### src/rtl/xbar_pkg.sv
package xbar_pkg;
    localparam int unsigned XB_PORTS = 4;
    localparam int unsigned XB_WIDTH = 9;

    typedef enum logic {
        ROLE_SOURCE = 1'b0,
        ROLE_DEST   = 1'b1
    } port_role_e;
endpackage

### src/rtl/xbar_cfg_store.sv
module xbar_cfg_store #(
    parameter int unsigned NPORTS = xbar_pkg::XB_PORTS,
    parameter int unsigned SELW   = (NPORTS > 1) ? $clog2(NPORTS) : 1,
    parameter int unsigned CFGW   = NPORTS * SELW
) (
    input  logic            clk,
    input  logic            rst_n,
    input  logic            cfg_transparent,
    input  logic            load_n,
    input  logic [CFGW-1:0] sel_in,
    output logic [CFGW-1:0] cfg_eff
);
    function automatic logic [CFGW-1:0] identity_codes();
        logic [CFGW-1:0] r;
        r = '0;
        for (int i = 0; i < int'(NPORTS); i++) begin
            r[i*SELW +: SELW] = SELW'(i);
        end
        return r;
    endfunction

    localparam logic [CFGW-1:0] RESET_CODES = identity_codes();

    typedef struct packed {
        logic [CFGW-1:0] codes;
    } store_t;

    store_t st_d, st_q;

    always_comb begin
        st_d = st_q;
        if (cfg_transparent || !load_n) begin
            st_d.codes = sel_in;
        end
    end

    always_ff @(posedge clk or negedge rst_n) begin
        if (!rst_n) begin
            st_q.codes <= RESET_CODES;
        end else begin
            st_q <= st_d;
        end
    end

    assign cfg_eff = cfg_transparent ? sel_in : st_q.codes;

    p_capture_r7: assert property (@(posedge clk) disable iff (!rst_n)
        (!cfg_transparent && !load_n) |=> (st_q.codes == $past(sel_in)));

    p_keep_r8: assert property (@(posedge clk) disable iff (!rst_n)
        (!cfg_transparent && load_n) |=> $stable(st_q.codes));

    p_track_r9: assert property (@(posedge clk) disable iff (!rst_n)
        cfg_transparent |=> (st_q.codes == $past(sel_in)));
endmodule

### src/rtl/xbar_sel_decode.sv
module xbar_sel_decode #(
    parameter int unsigned NPORTS = xbar_pkg::XB_PORTS,
    parameter int unsigned SELW   = (NPORTS > 1) ? $clog2(NPORTS) : 1,
    parameter int unsigned CFGW   = NPORTS * SELW
) (
    input  logic [CFGW-1:0]   cfg,
    output logic [NPORTS-1:0] is_src,
    output logic [NPORTS-1:0] code_valid
);
    for (genvar p = 0; p < NPORTS; p++) begin : g_port
        logic [SELW-1:0]    code;
        xbar_pkg::port_role_e role;
        assign code          = cfg[p*SELW +: SELW];
        assign role          = (code == SELW'(p)) ? xbar_pkg::ROLE_SOURCE : xbar_pkg::ROLE_DEST;
        assign is_src[p]     = (role == xbar_pkg::ROLE_SOURCE);
        assign code_valid[p] = (int'(code) < int'(NPORTS));
    end
endmodule

### src/rtl/xbar_route_mux.sv
module xbar_route_mux #(
    parameter int unsigned NPORTS = xbar_pkg::XB_PORTS,
    parameter int unsigned WIDTH  = xbar_pkg::XB_WIDTH,
    parameter int unsigned SELW   = (NPORTS > 1) ? $clog2(NPORTS) : 1,
    parameter int unsigned CFGW   = NPORTS * SELW,
    parameter int unsigned BUSW   = NPORTS * WIDTH
) (
    input  logic              live,
    input  logic [CFGW-1:0]   cfg,
    input  logic [NPORTS-1:0] is_src,
    input  logic [NPORTS-1:0] code_valid,
    input  logic [BUSW-1:0]   port_in,
    output logic [BUSW-1:0]   port_out,
    output logic [NPORTS-1:0] port_drive
);
    for (genvar p = 0; p < NPORTS; p++) begin : g_dst
        logic [SELW-1:0]  feed;
        logic             feed_is_src;
        logic             drive;
        logic [WIDTH-1:0] data;

        assign feed = cfg[p*SELW +: SELW];

        always_comb begin
            feed_is_src = 1'b0;
            data        = '0;
            for (int k = 0; k < int'(NPORTS); k++) begin
                if (feed == SELW'(k)) begin
                    feed_is_src = is_src[k];
                    data        = port_in[k*WIDTH +: WIDTH];
                end
            end
            drive = live && code_valid[p] && !is_src[p] && feed_is_src;
        end

        assign port_drive[p]              = drive;
        assign port_out[p*WIDTH +: WIDTH] = drive ? data : '0;
    end
endmodule

### src/rtl/xbar_cfg_ctrl.sv
module xbar_cfg_ctrl #(
    parameter int unsigned NPORTS = xbar_pkg::XB_PORTS,
    parameter int unsigned WIDTH  = xbar_pkg::XB_WIDTH,
    parameter int unsigned SELW   = (NPORTS > 1) ? $clog2(NPORTS) : 1,
    parameter int unsigned CFGW   = NPORTS * SELW,
    parameter int unsigned BUSW   = NPORTS * WIDTH
) (
    input  logic              clk,
    input  logic              rst_n,
    input  logic              route_en,
    input  logic              cfg_transparent,
    input  logic              load_n,
    input  logic [CFGW-1:0]   route_sel,
    input  logic [BUSW-1:0]   port_in,
    output logic [BUSW-1:0]   port_out,
    output logic [NPORTS-1:0] port_drive
);
    logic [CFGW-1:0]   cfg_eff;
    logic [NPORTS-1:0] is_src;
    logic [NPORTS-1:0] code_valid;
    logic              live;

    assign live = route_en && rst_n;

    xbar_cfg_store #(.NPORTS(NPORTS), .SELW(SELW), .CFGW(CFGW)) u_store (
        .clk             (clk),
        .rst_n           (rst_n),
        .cfg_transparent (cfg_transparent),
        .load_n          (load_n),
        .sel_in          (route_sel),
        .cfg_eff         (cfg_eff)
    );

    xbar_sel_decode #(.NPORTS(NPORTS), .SELW(SELW), .CFGW(CFGW)) u_decode (
        .cfg        (cfg_eff),
        .is_src     (is_src),
        .code_valid (code_valid)
    );

    xbar_route_mux #(.NPORTS(NPORTS), .WIDTH(WIDTH), .SELW(SELW), .CFGW(CFGW), .BUSW(BUSW)) u_mux (
        .live       (live),
        .cfg        (cfg_eff),
        .is_src     (is_src),
        .code_valid (code_valid),
        .port_in    (port_in),
        .port_out   (port_out),
        .port_drive (port_drive)
    );

    // every path is off while the power-on reset is held
    always_comb begin
        if (!rst_n) begin
            a_reset_off_r10: assert (port_drive == '0);
        end
    end

    p_gate_off_r5: assert property (@(posedge clk) disable iff (!rst_n)
        !route_en |-> (port_drive == '0));

    for (genvar p = 0; p < NPORTS; p++) begin : g_chk
        logic [SELW-1:0] feed;
        assign feed = route_sel[p*SELW +: SELW];
        // a port named as feed by a driven destination is itself quiet
        p_src_quiet_r3: assert property (@(posedge clk) disable iff (!rst_n)
            (cfg_transparent && port_drive[p]) |-> !port_drive[feed]);
        // an undriven port outputs zero
        p_idle_zero_r4: assert property (@(posedge clk) disable iff (!rst_n)
            !port_drive[p] |-> (port_out[p*WIDTH +: WIDTH] == '0));
    end
endmodule

### config.mk
export PLATFORM = sky130hd
export DESIGN_NAME = xbar_cfg_ctrl
export DESIGN_NICKNAME = d
export VERILOG_FILES = /design/src/rtl/xbar_pkg.sv /design/src/rtl/xbar_cfg_store.sv /design/src/rtl/xbar_sel_decode.sv /design/src/rtl/xbar_route_mux.sv /design/src/rtl/xbar_cfg_ctrl.sv
export SDC_FILE = /design/constraint.sdc
export NUM_CORES = 1
export LEC_CHECK = 0
export ABC_AREA = 1
export BUFFER_PORTS_ARGS = -buffer_cell sky130_fd_sc_hd__buf_4
export CAP_MARGIN = 10
export CELL_PAD_IN_SITES_DETAIL_PLACEMENT = 1
export CELL_PAD_IN_SITES_GLOBAL_PLACEMENT = 2
export CORE_MARGIN = 5
export CORE_UTILIZATION = 22
export CTS_CLUSTER_SIZE = 14
export DETAILED_ROUTE_END_ITERATION = 12
export PLACE_DENSITY_LB_ADDON = 0.1
export SETUP_SLACK_MARGIN = 0.3
export SLEW_MARGIN = 20
export SYNTH_ARGS = -nofsm -noshare
export SYNTH_HDL_FRONTEND = slang
export SYNTH_HIERARCHICAL = 1
export SYNTH_SLANG_ARGS = --single-unit
### constraint.sdc
create_clock -name clk -period 2 [get_ports clk]
set_clock_uncertainty 0.2 [all_clocks]
set_input_delay 0.1 -clock clk [delete_from_list [all_inputs] [get_ports clk]]
set_output_delay 0.1 -clock clk [all_outputs]
set_load 0.1 [all_outputs]
# Word level (Yosys, flattened, before mapping)
# Index checks and enable logic that the tools add are counted.
[totals] register_bits=8 inputBits=49 out_inout_bits=40 word_cells=69
[op_classes] n_eq_ne=12 mux=37 n_reduce_logical=19
[ops] operator="9-bit 2-to-1 mux" n=20
[ops] operator="2-bit equality test (second input constant)" n=8
[ops] operator="1-bit 2-to-1 mux" n=16
[ops] operator="1-bit logical AND" n=9
[ops] operator="2-bit by 1-bit equality test with 1-bit output (second input constant)" n=4
[ops] operator="2-bit zero test" n=4
[ops] operator="8-bit 2-to-1 mux" n=1
[ops] operator="1-bit zero test" n=5
[ops] operator="1-bit logical OR" n=1

# Logic depth before layout (Yosys ltp)
# Gate-level depths: netlist of the first run.
[logic_depth] word_depth=8 ltp_mapped=13 ltp_nobuf=11

# By module
# Netlist of the first run, hierarchy kept.
[by_module_without_submodules] module="xbar_route_mux" n_inst=1 cells_each=373 area_per_inst_um2=1670.4 seq_area_each_um2=0.0
[by_module_without_submodules] module="xbar_cfg_store" n_inst=1 cells_each=61 area_per_inst_um2=461.7 seq_area_each_um2=205.2
[by_module_without_submodules] module="xbar_sel_decode" n_inst=1 cells_each=12 area_per_inst_um2=65.1 seq_area_each_um2=0.0
[by_module_without_submodules] module="xbar_cfg_ctrl" n_inst=1 cells_each=2 area_per_inst_um2=7.5 seq_area_each_um2=0.0

# Worst setup path after synthesis of the first run
# OpenSTA, ideal clock, no wires.
[synth_timing] path_type="register to output" start="register u_store/st_q[2] (netlist bit)" end="output port_out[27]" arrival_ns=2.597 required_ns=1.700 setup_slack_ns=-0.897 stages_incl_launch_ff=9 path_buffers=0 path_cell_list="dfstp_2 nand2_1 nand2_1 inv_1 nor2_2 inv_2 o21ai_1 nand4_2 nor2_1"
[synth_between] elab_chain_cells=7
[synth_rtl] element="start: declaration" line_no="xbar_cfg_store.sv:28" rtl="store_t st_d, st_q;"
[synth_rtl] element="start signal: assignment" line_no="xbar_cfg_store.sv:41" rtl="st_q <= st_d;"
[synth_rtl] element="8-bit 2-to-1 mux" line_no="xbar_cfg_store.sv:45" rtl="assign cfg_eff = cfg_transparent ? sel_in : st_q.codes;"
[synth_rtl] element="via cfg_eff[2]" line_no="xbar_cfg_ctrl.sv:18" rtl="logic [CFGW-1:0] cfg_eff;"
[synth_rtl] element="2-bit by 1-bit equality test with 1-bit output" line_no="xbar_sel_decode.sv:14" rtl="assign role = (code == SELW'(p)) ? xbar_pkg::ROLE_SOURCE : xbar_pkg::ROLE_DEST;"
[synth_rtl] element="via is_src[1]" line_no="xbar_cfg_ctrl.sv:19" rtl="logic [NPORTS-1:0] is_src;"
[synth_rtl] element="1-bit 2-to-1 mux (3 in a row)" line_no="xbar_route_mux.sv:28" rtl="if (feed == SELW'(k)) begin"
[synth_rtl] element="1-bit logical AND" line_no="xbar_route_mux.sv:33" rtl="drive = live && code_valid[p] && !is_src[p] && feed_is_src;"
[synth_rtl] element="9-bit 2-to-1 mux" line_no="xbar_route_mux.sv:37" rtl="assign port_out[p*WIDTH +: WIDTH] = drive ? data : '0;"
[synth_rtl] element="end: declaration" line_no="xbar_cfg_ctrl.sv:15" rtl="output logic [BUSW-1:0] port_out,"
# The timed path passes the listed nets, and every way through them passes these cells.

# Final worst setup path of the first run
[layout_timing] start="register u_store/st_q[3] (netlist bit)" end="output port_out[14]"
[layout_between] elab_chain_cells=8 elab_cells_between_ends=17 cone_classes="eq/ne (3); mux (10); reduce/logical (4)"
[layout_rtl] element="8-bit 2-to-1 mux (*)" line_no="xbar_cfg_store.sv:45"
[layout_rtl] element="via cfg_eff[3]" line_no="xbar_cfg_ctrl.sv:18"
[layout_rtl] element="2-bit zero test" line_no="xbar_route_mux.sv:28"
[layout_rtl] element="1-bit 2-to-1 mux (4 in a row)" line_no="xbar_route_mux.sv:28"
[layout_rtl] element="1-bit logical AND" line_no="xbar_route_mux.sv:33"
[layout_rtl] element="9-bit 2-to-1 mux (*)" line_no="xbar_route_mux.sv:37"
# The timed path passes the listed nets; every way through them passes the cells marked *.

==> results of run 1 <==
layer usage:
| metal | track usage [%] | vias up |
|---|---|---|
| met3 | 1.98 | 4 |
| met2 | 39.2 | 68 |
| met4 | 2.11 | 0 |
| li1 | - | 1670 |
| met5 | 0 | - |
| met1 | 25.4 | 1696 |
kinds of logic after synthesis:
kind of cell           synth area share [%]
AND/OR/NAND/NOR                        60.0
flip-flops                             9.31
other                                 0.170
AO/OA/AOI/OAI                          11.4
buffers and inverters                  19.2
worst paths after layout:
check,startpoint,endpoint,slack (ns),cells after the start
max in group asynchronous,rst_n,u_store/st_q[7],1.24,3
min in group asynchronous,rst_n,u_store/st_q[1],0.14,3
setup / recovery,u_store/st_q[3],port_out[14],-0.20,10
hold reg to reg,u_store/st_q[4],u_store/st_q[4],0.35,2
setup reg to reg,u_store/st_q[2],u_store/st_q[2],0.44,4
hold / removal,load_n,u_store/st_q[4],0.02,3
area by class of cell:
cell class | count | area share [%]
multi-input combinational | 358 | 48.1
timing repair buffer | 151 | 37.8
inverter | 61 | 5.47
sequential | 8 | 4.21
tap | 133 | 3.42
clock buffer | 4 | 0.925
timing repair inverter | 1 | 0.129
critical path: stages (launching register included):
cell,delay (ns)
dfrtp_1,0.39
nand2_1,0.09
nand2_2,0.09
buf_12,0.17
nand2_4,0.09
nor2_2,0.05
nor2_4,0.16
clkbuf_16,0.20
nand3_4,0.09
nor2_4,0.13
buf_12,0.18
power by group through the flow:
stage	Combinational (mW)	Clock (mW)	Sequential [mW]
after floorplan	0.686	0	0.189
after global placement	1.02	0	0.190
after detailed placement	1.03	0	0.191
after CTS	1.24	0.221	0.190
after global routing	1.38	0.231	0.192
final	1.28	0.210	0.190
layout by cell type (no fill, tap or decap), drive strengths merged, types with 3 or more instances in the layout:
cell type | synthesis | final
dfstp | 4 | 4
buf | 25 | 133
inv | 61 | 60
a21oi | 17 | 17
o21ai | 26 | 26
conb | 1 | 4
o211ai | 3 | 3
dfrtp | 4 | 4
clkbuf | 0 | 6
nand3 | 80 | 80
nor2 | 51 | 51
nand2 | 172 | 173
dlygate4sd3 | 0 | 16
metrics by stage:
| step | hold slack, ns | instances | area, um^2 | total power [mW] |
|---|---|---|---|---|
| global placement | -0.173 | 686 | 3710 | 1.21 |
| finish | 0.0183 | 716 | 4870 | 1.68 |
| global route | 0.0195 | 716 | 4870 | 1.80 |
| CTS | 0.0106 | 715 | 4770 | 1.65 |
| floorplan | -0.396 | 451 | 2740 | 0.875 |
| detailed placement | -0.169 | 686 | 3710 | 1.22 |
what timing repair did:
item / 4_1_cts / 5_1_grt
pin swaps: 11 / 7
resized for setup: 186 / 18
buffers inserted: 6 / 0
endpoints found under the hold margin: 16 / 0
hold buffers: 16 / 0
cloned: 3 / 1
endpoints found under the setup margin: 40 / 40
==> summary.md, run 1 <==
| Metric | Value |
|---|---|
| Ys Warns | 6 |
| CP Class | reg2out |
| CTS tree | built |
| Flip-flop and latch area | between 200 and 250 um^2 |
| Switching fraction of total power | a little over half |
| Drt wl/cell | approximately 17 um |
| Most common cell in the netlist | nand2_1 |
| Critical path endpoint category | output port |
| Peak VDD IR | about 0.32 mV |
| Req. time, crit path | approximately 1.7 ns |
| Vias in the first global route | between 3000 and 4000 |
| Total congestion overflow | 0 |
| Die Span Y | 110 um |
| Port bufs | around 90 |
| Worst-skew pair later-pin latency | between 0.2 and 0.25 ns |
| Worst-path clk slew | ~0.050 ns |
| Final setup vio count | 40 |
| Initial antenna violation count | 0 |
| Layout Nets | between 600 and 700 |
| Htree depth | 1 |
| Fmax | roughly 450 MHz |
| Dpl hpwl | a little under 9000 um |
| First-iteration detailed-routing DRC count | roughly 100 |
| Register area share after synthesis | under 10% |
| Arrival @ worst endpoint | between 1.5 and 2 ns |
| CP startpoint kind | flip-flop |
| Seq pwr share | 11.3% |
| Layout cell share with drive strength beyond 1 | about half |
| First-pass GRT wire length | between 15000 and 20000 um |
| Gate Count Post-Synth | 448 |
| Top-area cell type share of the netlist area | ~28% |
| DRT Pass-1 Iters | 4 |
| Top Ports | just under 90 |
| Commonest cells post-synth | nand2_1 (166), nand3_1 (78), inv_1 (49), nor2_1 (42), o21ai_0 (23) |
| Ant. Diodes | 0 |
| Total Routing Usage GR | around a fifth |
| DRC viols | 0 |
| DRT antenna net count | 0 |
| Initial core utilization | a little under a quarter |
| Die width | ~110 um |
| Largest cells by area after synthesis | nand2_1 (28%), nand3_1 (18%), inv_1 (8.3%) |
| P_sw | between 0.8 and 0.9 mW |
| Int Power | between 0.7 and 0.8 mW |
| Yosys reg bits | 8 |
| Failing checks | negative setup slack |
| Max Slew Vio Count | 0 |
| Clk sink count | 8 |
| Max Used Layer | met4 |
| CTS max path bufs | 2 |
| Combinational Power Share | 76.2% |
| Static leakage | around 2.1 nW |
| Met1 WL | between 5000 and 6000 um |
| Met3 wire length | between 400 and 500 um |
| Via count | around 3400 |
| Clock power share | about 13% |
| FFs w/ async S/R, synth | 100% |
| Fin. Hold Viols | 0 |
| Setup WS pre-CTS | -0.128 ns |
| Max reg flops | 8 |
| Vias per cell | about 4.8 |
| Biggest regs | u_store/st_q x8 |
| Min cycle time layout | 2.20 ns |
| Die area | around 0.012 mm^2 |
| Mapped cell area | between 0.002 and 0.0025 mm^2 |
| CTS Buf Count | 3 |
| Routed wl met2 | between 6000 and 7000 um |
| Power Dens Cells | around 340 mW/mm^2 |
| Worst Hold Class | in2reg |
| Final cycle utilization of the critical path | 110% |
| Core Area | between 0.009 and 0.01 mm^2 |
| Post-synth top area cell | nand2_1 |
| CP Max Fanout | 18 |
| Number of synthesized flops with an enable pin | 0 |
| Post-Syn Area per Cell | 4.92 um^2 |
| Root Driver | clkbuf_8 |
| Max Cap Violations | 0 |
| Core Util, Final | about half |
| Ys flop type | dfstp_2 |
| RSZ-0062 raised after global routing | true |
| Synth unique cells | 25 |
| Gpl congestion | 0.855 |
| Fill cell count | about 1200 |
| Status | complete, but fails checks |
| DRT Wirelength | ~12000 um |
| Worst setup margin | -0.202 ns |
| Area of the multi-input gates | 0.00234 mm^2 |
| Biggest register | u_store/st_q |
| Setup TNS | -5.11 ns |
| Largest net degree at the start of global routing | 19 |
| FP Rows | 36 |
| P&R area growth vs syn | 121% |
No activity file was read; power rests on OpenSTA's default activity.
==> run 2: changes to the inputs <==
Settings changed: SKIP_LAST_GASP set to 1.
==> run 2 against run 1 <==
Against the previous run:
- the run still ends with negative setup slack left
- cell area decreased by 0.15%
- total power decreased by 0.18%
- hold slack unchanged
- critical path depth unchanged
- largest cell class unchanged
- non-clock buffer count unchanged
- cell count unchanged
- clock-buffer cell count unchanged
- sequential power about the same
- fmax increased by 0.12%
- critical endpoint unchanged
- global-route usage about the same
==> summary.md, run 2 (synthesis gave the netlist of run 1 again) <==
| Metric | Value |
|---|---|
| Ant. Diodes | 0 (unchanged) |
| CTS max path bufs | 2 (unchanged) |
| Fin. Hold Viols | 0 (unchanged) |
| Clk sink count | 8 (unchanged) |
| Root Driver | clkbuf_8 (unchanged) |
| Port bufs | 88 (unchanged) |
| Fill cell count | 1218 (unchanged) |
| Worst-skew pair later-pin latency | 0.23 ns (about the same) |
| Htree depth | 1 (unchanged) |
| First-iteration detailed-routing DRC count | 99 (was 104) |
| Failing checks | negative setup slack (unchanged) |
| Initial antenna violation count | 0 (unchanged) |
| Status | complete, but fails checks (unchanged) |
| Static leakage | 2.14 nW (about the same) |
| Non-filler cells, final | 716 (unchanged) |
| R2R Setup Slk | 0.44 ns (about the same) |
| Worst Hold Class | in2reg (unchanged) |
| Total Routing Usage GR | 20.5% (about the same) |
| CP startpoint kind | flip-flop (unchanged) |
| Biggest regs | u_store/st_q x8 (unchanged) |
| Die width | 110 um (unchanged) |
| Final setup vio count | 40 (unchanged) |
| Core Util, Final | 49.7% (was 49.8%) |
| DP Area | 0.00371 mm^2 (unchanged) |
| Setup TNS | -5.09 ns (was -5.11 ns) |
| Final Cell Area | 0.00486 mm^2 (was 0.00487 mm^2) |
| Max reg flops | 8 (unchanged) |
| Biggest register | u_store/st_q (unchanged) |
| Initial core utilization | 22.6% (unchanged) |
| Layout cell share with drive strength beyond 1 | 49.2% (was 49.4%) |
| DRT Pass-1 Iters | 4 (unchanged) |
| Via count | 3426 (was 3438) |
| FP Rows | 36 (unchanged) |
| Die area | 0.0121 mm^2 (unchanged) |
| Post-layout power | 1.68 mW (about the same) |
| Total congestion overflow | 0 (unchanged) |
| Setup WS pre-CTS | -0.128 ns (unchanged) |
| Met2 global-route usage | 39.4% (was 39.2%) |
| Global routing's busiest layer | met2 (unchanged) |
| Drt wl/cell | 17.1 um (about the same) |
| DP Cell Count | 686 (unchanged) |
| Largest net degree at the start of global routing | 19 (unchanged) |
| Vias per cell | 4.78 (was 4.80) |
| Worst-path clk slew | 0.05 ns (about the same) |
| Vias in the first global route | 3760 (was 3762) |
| Commonest non-fill, non-tap cell in the layout | nand2_1 (unchanged) |
| CTS tree | built (unchanged) |
| RSZ-0062 raised after global routing | true (unchanged) |
| Final cycle utilization of the critical path | 110% (about the same) |
| Worst setup margin | -0.200 ns (was -0.202 ns) |
| Power Dens Cells | 345 mW/mm^2 (about the same) |
| Max Cap Violations | 0 (unchanged) |
| First-pass GRT wire length | 19400 um (about the same) |
| CTS Buf Count | 3 (unchanged) |
| Core Area | 0.00977 mm^2 (unchanged) |
| DRC viols | 0 (unchanged) |
| Arrival @ worst endpoint | 1.90 ns (about the same) |
| Req. time, crit path | 1.70 ns (about the same) |
| DRT antenna net count | 0 (unchanged) |
| Critical path endpoint category | output port (unchanged) |
| Top Ports | 89 (unchanged) |
| GRT met1 Usage | 25.6% (was 25.4%) |
| Dpl hpwl | 8810 um (unchanged) |
| Die Span Y | 110 um (unchanged) |
| Max Slew Vio Count | 0 (unchanged) |
| Most frequent cells in the layout | nand2_1 (145), buf_4 (78), buf_12 (48), nand3_1 (48), nor2_4 (45) (was nand2_1 (144), buf_4 (78), buf_12 (48), nand3_1 (48), nor2_4 (46)) |
| Layout Nets | 633 (unchanged) |
| Gpl congestion | 0.855 (unchanged) |
| Min cycle time layout | 2.20 ns (about the same) |
| P&R area growth vs syn | 120% (was 121%) |
| CP Max Fanout | 18 (unchanged) |
| CP Class | reg2out (unchanged) |
| Worst hold margin | 0.0183 ns (unchanged) |
| GR Layer Usage met3 | 1.98% (unchanged) |
| Peak VDD IR | 0.317 mV (about the same) |
| DRT Wirelength | 12200 um (about the same) |
| Fmax | 455 MHz (was 454 MHz) |
==> run 2: changes by cell type in the layout (fill, tap and decap cells not counted) <==
cell / delta
nand2_1: +1
nand2_2: -1
nor2_4: -1
nor2_2: +1
==> run 2: per-layer routing <==
| layer | share of wire (%) | routed length, um | vias to the layer above |
|---|---|---|---|
| met1 | 42 | 5150 | 1693 |
| met3 | 3.1 | 376 | 2 |
| met2 | 55 | 6670 | 58 |
| li1 | - | - | 1673 |
| met4 | 0.26 | 32 | 0 |
| met5 | 0 | 0 | - |
==> run 2: layout make-up <==
class | instances | area (um^2) | area share, %
Timing Repair Buffer | 151 | 1840 | 37.8
Tap cell | 133 | 166 | 3.42
Multi-Input combinational cell | 358 | 2330 | 48.0
Sequential cell | 8 | 205 | 4.22
Timing Repair inverter | 1 | 6.26 | 0.129
Inverter | 61 | 267 | 5.48
Clock buffer | 4 | 45.0 | 0.927
==> run 2: timing repair <==
action                     in CTS  in global routing
hold endpoints to repair       16                  0
gates resized for setup       185                 17
buffers inserted                6                  0
hold buffers                   16                  0
pin swaps                      10                  9
gates cloned                    3                  1
setup endpoints to repair      40                 40
==> run 2: where the power goes <==
part / internal, mW / switching (mW) / total [mW]
clock: 0.139 / 0.0709 / 0.210
combinational: 0.475 / 0.800 / 1.28
sequential: 0.181 / 0.00918 / 0.190
total: 0.795 / 0.880 / 1.68
==> run 2: worst paths after layout <==
path	end	from	cells past startpoint
worst max register to register	u_store/st_q[2]	u_store/st_q[2]	4
max in group asynchronous	u_store/st_q[7]	rst_n	3
min in group asynchronous	u_store/st_q[1]	rst_n	3
worst min-delay path	u_store/st_q[4]	load_n	3
worst max-delay path	port_out[14]	u_store/st_q[3]	10
worst min register to register	u_store/st_q[4]	u_store/st_q[4]	2
==> run 2: critical path, cell delays in order, from the launching register on <==
cell	delay, ns
dfrtp_1	0.39
nand2_1	0.09
nand2_2	0.09
buf_12	0.17
nand2_4	0.09
nor2_2	0.05
nor2_4	0.16
clkbuf_16	0.20
nand3_4	0.09
nor2_4	0.13
buf_12	0.18
